File: src/rtl/mclk_pkg.sv
package mclk_pkg;
  localparam int MODE_W   = 8;
  localparam int DEPTH_HI = 7;
  localparam int DEPTH_LO = 6;
  localparam int PERF_BIT = 5;
  localparam int DEPTH_W  = DEPTH_HI - DEPTH_LO + 1;
  localparam int CNT_W    = 3;
  localparam int L2_W     = $clog2(CNT_W + 1);

  typedef enum logic [2:0] {
    DM_GRAY2   = 3'd0,
    DM_GRAY4   = 3'd1,
    DM_GRAY16  = 3'd2,
    DM_RSVD    = 3'd3,
    DM_COL2    = 3'd4,
    DM_COL4    = 3'd5,
    DM_COL16   = 3'd6,
    DM_COL256  = 3'd7
  } disp_mode_e;

  // Fewer bits per pixel -> slower memory rate: log2(divide) = max_code - depth.
  function automatic logic [L2_W-1:0] depth_to_l2(input logic [DEPTH_W-1:0] depth);
    logic [DEPTH_W-1:0] top_code;
    top_code = '1;
    return L2_W'(top_code - depth);
  endfunction

  // Last counter value of a period of 2**l2 cycles.
  function automatic logic [CNT_W-1:0] l2_to_limit(input logic [L2_W-1:0] l2);
    return CNT_W'((1 << l2) - 1);
  endfunction
endpackage

File: src/rtl/mclk_mode_decode.sv
module mclk_mode_decode
  import mclk_pkg::*;
(
  input  logic [MODE_W-1:0]  mode_reg,
  input  logic               color_sel,
  output logic [DEPTH_W-1:0] depth_o,
  output logic               perf_o,
  output disp_mode_e         disp_mode_o,
  output logic               rsvd_o
);
  logic [PERF_BIT-1:0] unused_low_bits;

  assign unused_low_bits = mode_reg[PERF_BIT-1:0];
  assign depth_o         = mode_reg[DEPTH_HI:DEPTH_LO];
  assign perf_o          = mode_reg[PERF_BIT];
  assign disp_mode_o     = disp_mode_e'({color_sel, depth_o});
  assign rsvd_o          = (disp_mode_o == DM_RSVD);
endmodule

File: src/rtl/mclk_ratio_select.sv
module mclk_ratio_select
  import mclk_pkg::*;
(
  input  logic [DEPTH_W-1:0] depth,
  input  logic               perf,
  input  logic               rsvd,
  input  logic               rotate_en,
  input  logic [L2_W-1:0]    rotate_ratio,
  output logic [L2_W-1:0]    req_l2
);
  always_comb begin
    if (rotate_en)        req_l2 = rotate_ratio;
    else if (perf || rsvd) req_l2 = '0;
    else                  req_l2 = depth_to_l2(depth);
  end
endmodule

File: src/rtl/mclk_strobe_counter.sv
module mclk_strobe_counter
  import mclk_pkg::*;
(
  input  logic            clk,
  input  logic            rst,
  input  logic [L2_W-1:0] req_l2,
  output logic            strobe,
  output logic            wrap_evt,
  output logic [L2_W-1:0] act_l2
);
  logic [CNT_W-1:0] cnt;

  assign wrap_evt = (cnt == l2_to_limit(act_l2));
  assign strobe   = ~rst & (cnt == '0);

  always_ff @(posedge clk) begin
    if (rst || wrap_evt) begin
      cnt    <= '0;
      act_l2 <= req_l2;
    end else begin
      cnt    <= cnt + 1'b1;
    end
  end
endmodule

File: src/rtl/mclk_strobe_gen.sv
module mclk_strobe_gen
  import mclk_pkg::*;
(
  input  logic        clk_pix,
  input  logic        rst_sync,
  input  logic [7:0]  mode_reg,
  input  logic        color_sel,
  input  logic        rotate_en,
  input  logic [1:0]  rotate_ratio,
  output logic        mclk_en,
  output logic [2:0]  disp_mode,
  output logic        mode_rsvd
);
  logic [DEPTH_W-1:0] depth;
  logic               perf;
  disp_mode_e         dmode;
  logic [L2_W-1:0]    req_l2;
  logic [L2_W-1:0]    act_l2;
  logic               wrap_evt;

  mclk_mode_decode u_dec (
    .mode_reg    (mode_reg),
    .color_sel   (color_sel),
    .depth_o     (depth),
    .perf_o      (perf),
    .disp_mode_o (dmode),
    .rsvd_o      (mode_rsvd)
  );

  mclk_ratio_select u_sel (
    .depth        (depth),
    .perf         (perf),
    .rsvd         (mode_rsvd),
    .rotate_en    (rotate_en),
    .rotate_ratio (rotate_ratio),
    .req_l2       (req_l2)
  );

  mclk_strobe_counter u_cnt (
    .clk      (clk_pix),
    .rst      (rst_sync),
    .req_l2   (req_l2),
    .strobe   (mclk_en),
    .wrap_evt (wrap_evt),
    .act_l2   (act_l2)
  );

  assign disp_mode = dmode;
endmodule

File: config.mk
export PLATFORM = sky130hd
export DESIGN_NAME = mclk_strobe_gen
export DESIGN_NICKNAME = d
export VERILOG_FILES = /design/src/rtl/mclk_pkg.sv /design/src/rtl/mclk_mode_decode.sv /design/src/rtl/mclk_ratio_select.sv /design/src/rtl/mclk_strobe_counter.sv /design/src/rtl/mclk_strobe_gen.sv
export SDC_FILE = /design/constraint.sdc
export NUM_CORES = 1
export LEC_CHECK = 0
export BUFFER_PORTS_ARGS = -buffer_cell sky130_fd_sc_hd__buf_2
export CORE_AREA = 2 2 39 41
export CTS_CLUSTER_DIAMETER = 80
export DETAILED_ROUTE_END_ITERATION = 6
export DIE_AREA = 0 0 41 43
export MAX_ROUTING_LAYER = met4
export RECOVER_POWER = 25
export SYNTH_ARGS = -nofsm -noshare
export SYNTH_HDL_FRONTEND = slang
export SYNTH_SLANG_ARGS = --single-unit
File: constraint.sdc
create_clock -name clk_pix -period 1.8 [get_ports clk_pix]
set_input_delay 0.09 -clock clk_pix [delete_from_list [all_inputs] [get_ports clk_pix]]
set_output_delay 0.09 -clock clk_pix [all_outputs]
set_load 0.03 [all_outputs]
# After elaboration in Yosys (flattened, before gate mapping)
# Cells that the tools add are included.
# op_classes
add_sub_neg	3
eq_ne	2
shifts	1
muxes	2
bitwise	2
n_reduce_logical	3
# ops
op	n
$mux W2	2
$add A3 B1 Y3 const B	1
$eq A3 B2 Y1 const B	1
$eq A3 B3 Y1	1
$logic_not A3 Y1	1
$shl A1 B2 Y3 const A	1
$sub A3 B2 Y3 const B	1
$logic_or A1 B1 Y1	2
$sub A2 B2 Y2 const A	1
$and A1 B1 Y1	1
$not A1 Y1	1
# word_totals
regBits	5
in_bits	14
output_inout_bits	5
wordCells	15

# Longest topological paths before layout
# logic_depth
word_depth	4
ltp_mapped	3

# Cells and area by module
# Synthesis repeated with hierarchy kept, for this count alone.
# hier_totals
cells_unflattened	36
hier_area_um2	342.8
# by_module_without_submodules
module	instances	cells_each	area_each_um2
mclk_strobe_counter	1	25	264.0
mclk_mode_decode	1	7	53.8
mclk_ratio_select	1	4	25.0

# Worst setup path after synthesis
# No wires, ideal clock.
# synth_timing
path_type	register to register
start	register u_cnt.act_l2[1]
end	register u_cnt.act_l2[0], enable pin
setup_time_ns	0.296
arrival_ns	1.104
required_ns	1.504
setup_slack_ns	0.400
stages_incl_launch_ff	4
path_buffers	0
synth_period_minus_slack_ns	1.400
path_cell_list	edfxtp_1 > or4_4 > nor2_4 > or3_1
# synth_via
elab_chain_cells	4
# synth_rtl
item	line	rtl
from (decl)	mclk_strobe_counter.sv:9	output logic [L2_W-1:0] act_l2
from (signal assigned)	mclk_strobe_counter.sv:19	act_l2 <= req_l2;
$shl A1 B2 Y3	mclk_pkg.sv:30	return CNT_W'((1 << l2) - 1);
$sub A3 B2 Y3	mclk_pkg.sv:30	
$eq A3 B3 Y1	mclk_strobe_counter.sv:13	assign wrap_evt = (cnt == l2_to_limit(act_l2));
$logic_or A1 B1 Y1	mclk_strobe_counter.sv:17	if (rst || wrap_evt) begin
# Every way passes these cells.
# A chain may end at the register's enable or synchronous reset.

# Worst setup path in the final report
# Same ends and word-level chain as after synthesis.

==> flow_summary.ini <==
[logic_synthesis]
ys_warn_count = 0
syn_nets = 45
syn_area_um2 = 305
avgSynthCellArea_um2 = 10.5
synth_seq_cells = 5
async_flop_share = 0
synthTopCellsByCount = 3 x buf_4, 3 x dfxtp_1
netlist.area_leader.share = 0.197
synthTopCellsByArea = dfxtp_1 20%, edfxtp_1 20%, ha_1 8.2%
synth_edf_count = 2
ys.flop_type = dfxtp_1
syn_inst = 29
yosysSeqAreaShare = 0.393
synth_cell_type_count = 18
synth_top_area_cell = dfxtp_1

[worst_hold_path]
hp-class = in2reg
min_to = u_cnt.cnt[0]
min_from = rst_sync
hold_depth = 2

[setup_path]
required_ns = 1.75
cpPeakStageDelay_ns = 0.52
cp.arrival_ns = 1.40
r2r-start = u_cnt.act_l2[1]
criticalPathCategory = reg2reg
cp-start-kind = flop
crit_fanout = 3
worst_setup_path_end_kind = flop
r2r_cells = 3
crit_chain = or4_4 > nor2_4 > or3_1
reg2reg_slack_ns = 0.35
worst_path_max_delay_cell = or4_4
timing.rr.end = u_cnt.act_l2[0]

[clock_tree]
cts_root_buffer = clkbuf_4
cts_hold_buf = 0
clk_pin_slew_ns = 0.04
cts_sinks = 5
h-tree-depth = 1
clock_latency_ns = 0.24
cts_buffers = 3
cts_tree = built
cts_setup_buffers = 0
post_cts_resized = 0
clk_path_buf_depth = 2

[grt]
grt_pass1_vias = 257
antenna_found_initial = 0
grt_max_degree = 7
overflow = 0
grt_pass1_wl_um = 897
grt_usage = 0.0837

[place]
pre_cts_ws_ns = 0.342
portBuffers = 13
placed_cell_area_um2 = 368
hpwl_um = 427
globalplace.congestion = 0.731

[layout]
nets = 60
design_area_um2 = 392
num_antenna_cells = 0
area_delta_synth_final_pct = 28.3
drive_gt1_frac = 0.372

[timing]
slew_headroom = 0.763
drv_slew = 0
worst_slack_ns = 0.350
hold_slack_ns = 0.0785
report.final.hold_viol_count = 0
fin_crit_sh = 0.806
setup_tns_ns = 0
max_freq_mhz = 690
tightest_slew_ns = 0.356
min_period_ns = 1.45
clock_skew_ns = 0.00273
final-setup-viol-count = 0
rsz0062_at_grt = false

[detailed_routing]
wl_met1_um = 183
post_drt_wl_per_cell_um = 8.51
finalWirelength_um = 502
wl_met2_um = 267
routed-wl-met3_um = 51
vias = 258
vias_per_cell = 4.37
dr.pass1.iters = 1
drc = 0
drt_iter0_drc = 0
top_layer = met3
ant_nets = 0

[pwr]
peakVddDrop_mv = 0.457
p_leak_uw = 0.000170
power_density_nw_per_um2 = 979
fin_total_pwr_uw = 383

[die]
coreArea_um2 = 1380
die_w_um = 41
pin_count = 19
dieArea_um2 = 1760
fp-row-count = 14
start_util = 0.221
die-height_um = 43

[job]
drv_cap = 0

[status]
outcome = finished, final reports clean
power by group:
part | internal, uW | switching (uW)
Clock | 83.5 | 41.4
Combinational | 47.3 | 52.1
Sequential | 138 | 20.8
Total | 269 | 114
worst max-delay path, delay by kind of cell, from the launching register on:
family           cells  cell delay [ns]
DFF                  1             0.40
and+or+nand+nor      3             0.77
metrics by stage:
stage	std cells	util
6_report	59	0.283
5_1_grt	59	0.283
4_1_cts	59	0.285
3_5_place_dp	55	0.266
3_3_place_gp	55	0.266
2_1_floorplan	29	-
sequential cells by signal (all words and copies together) (netlist names):
name / cells
u_cnt.act_l2: 2
u_cnt.cnt: 3
cell type report:
cell class,instances,area [um2]
fill,142,992
multi-input combinational,19,155
sequential,5,120
timing repair buffer,13,62.6
clock buffer,4,26.3
tap,16,20.0
inverter,2,7.51
placed cells by master (no fill, tap or decap):
cell type,n
and3b_1,1
buf_2,11
clkbuf_1,3
clkbuf_4,3
dfxtp_1,3
edfxtp_1,2
ha_1,2
inv_1,2
nand2_1,2
nand3_1,1
nor2_4,1
nor3b_1,2
nor4_1,1
nor4b_1,2
o2bb2ai_1,1
o31ai_1,2
or3_1,1
or4_4,1
xnor2_1,1
xor2_1,1
cell families (layout without fill, tap and decap cells):
logic type | Yosys count | after routing | share of synthesized area
AND/OR/NAND/NOR | 12 | 12 | 0.291
flip-flops | 5 | 5 | 0.393
buffers and inverters | 5 | 19 | 0.0984
AO/OA/AOI/OAI | 3 | 3 | 0.0779
adder cells (fa/ha/maj) | 2 | 2 | 0.0820
XOR/XNOR | 2 | 2 | 0.0574
worst max path at each step:
stage	startpoint	to	slack, ns	cells after the start
detailed placement	u_cnt.act_l2[1]	u_cnt.act_l2[0]	0.34	3
global placement	u_cnt.act_l2[1]	u_cnt.act_l2[1]	0.34	3
finish	u_cnt.act_l2[1]	u_cnt.act_l2[0]	0.35	3
global route	u_cnt.act_l2[1]	u_cnt.act_l2[0]	0.30	3
floorplan	u_cnt.act_l2[1]	u_cnt.act_l2[0]	0.40	3
CTS	u_cnt.act_l2[1]	u_cnt.act_l2[0]	0.34	3
layer usage:
metal | vias up | track usage
met5 | - | -
met4 | 0 | 0.0800
met3 | 0 | 0.0314
met2 | 13 | 0.131
met1 | 111 | 0.0684
li1 | 134 | -
Note: power is estimated with default switching activity, not from simulation.
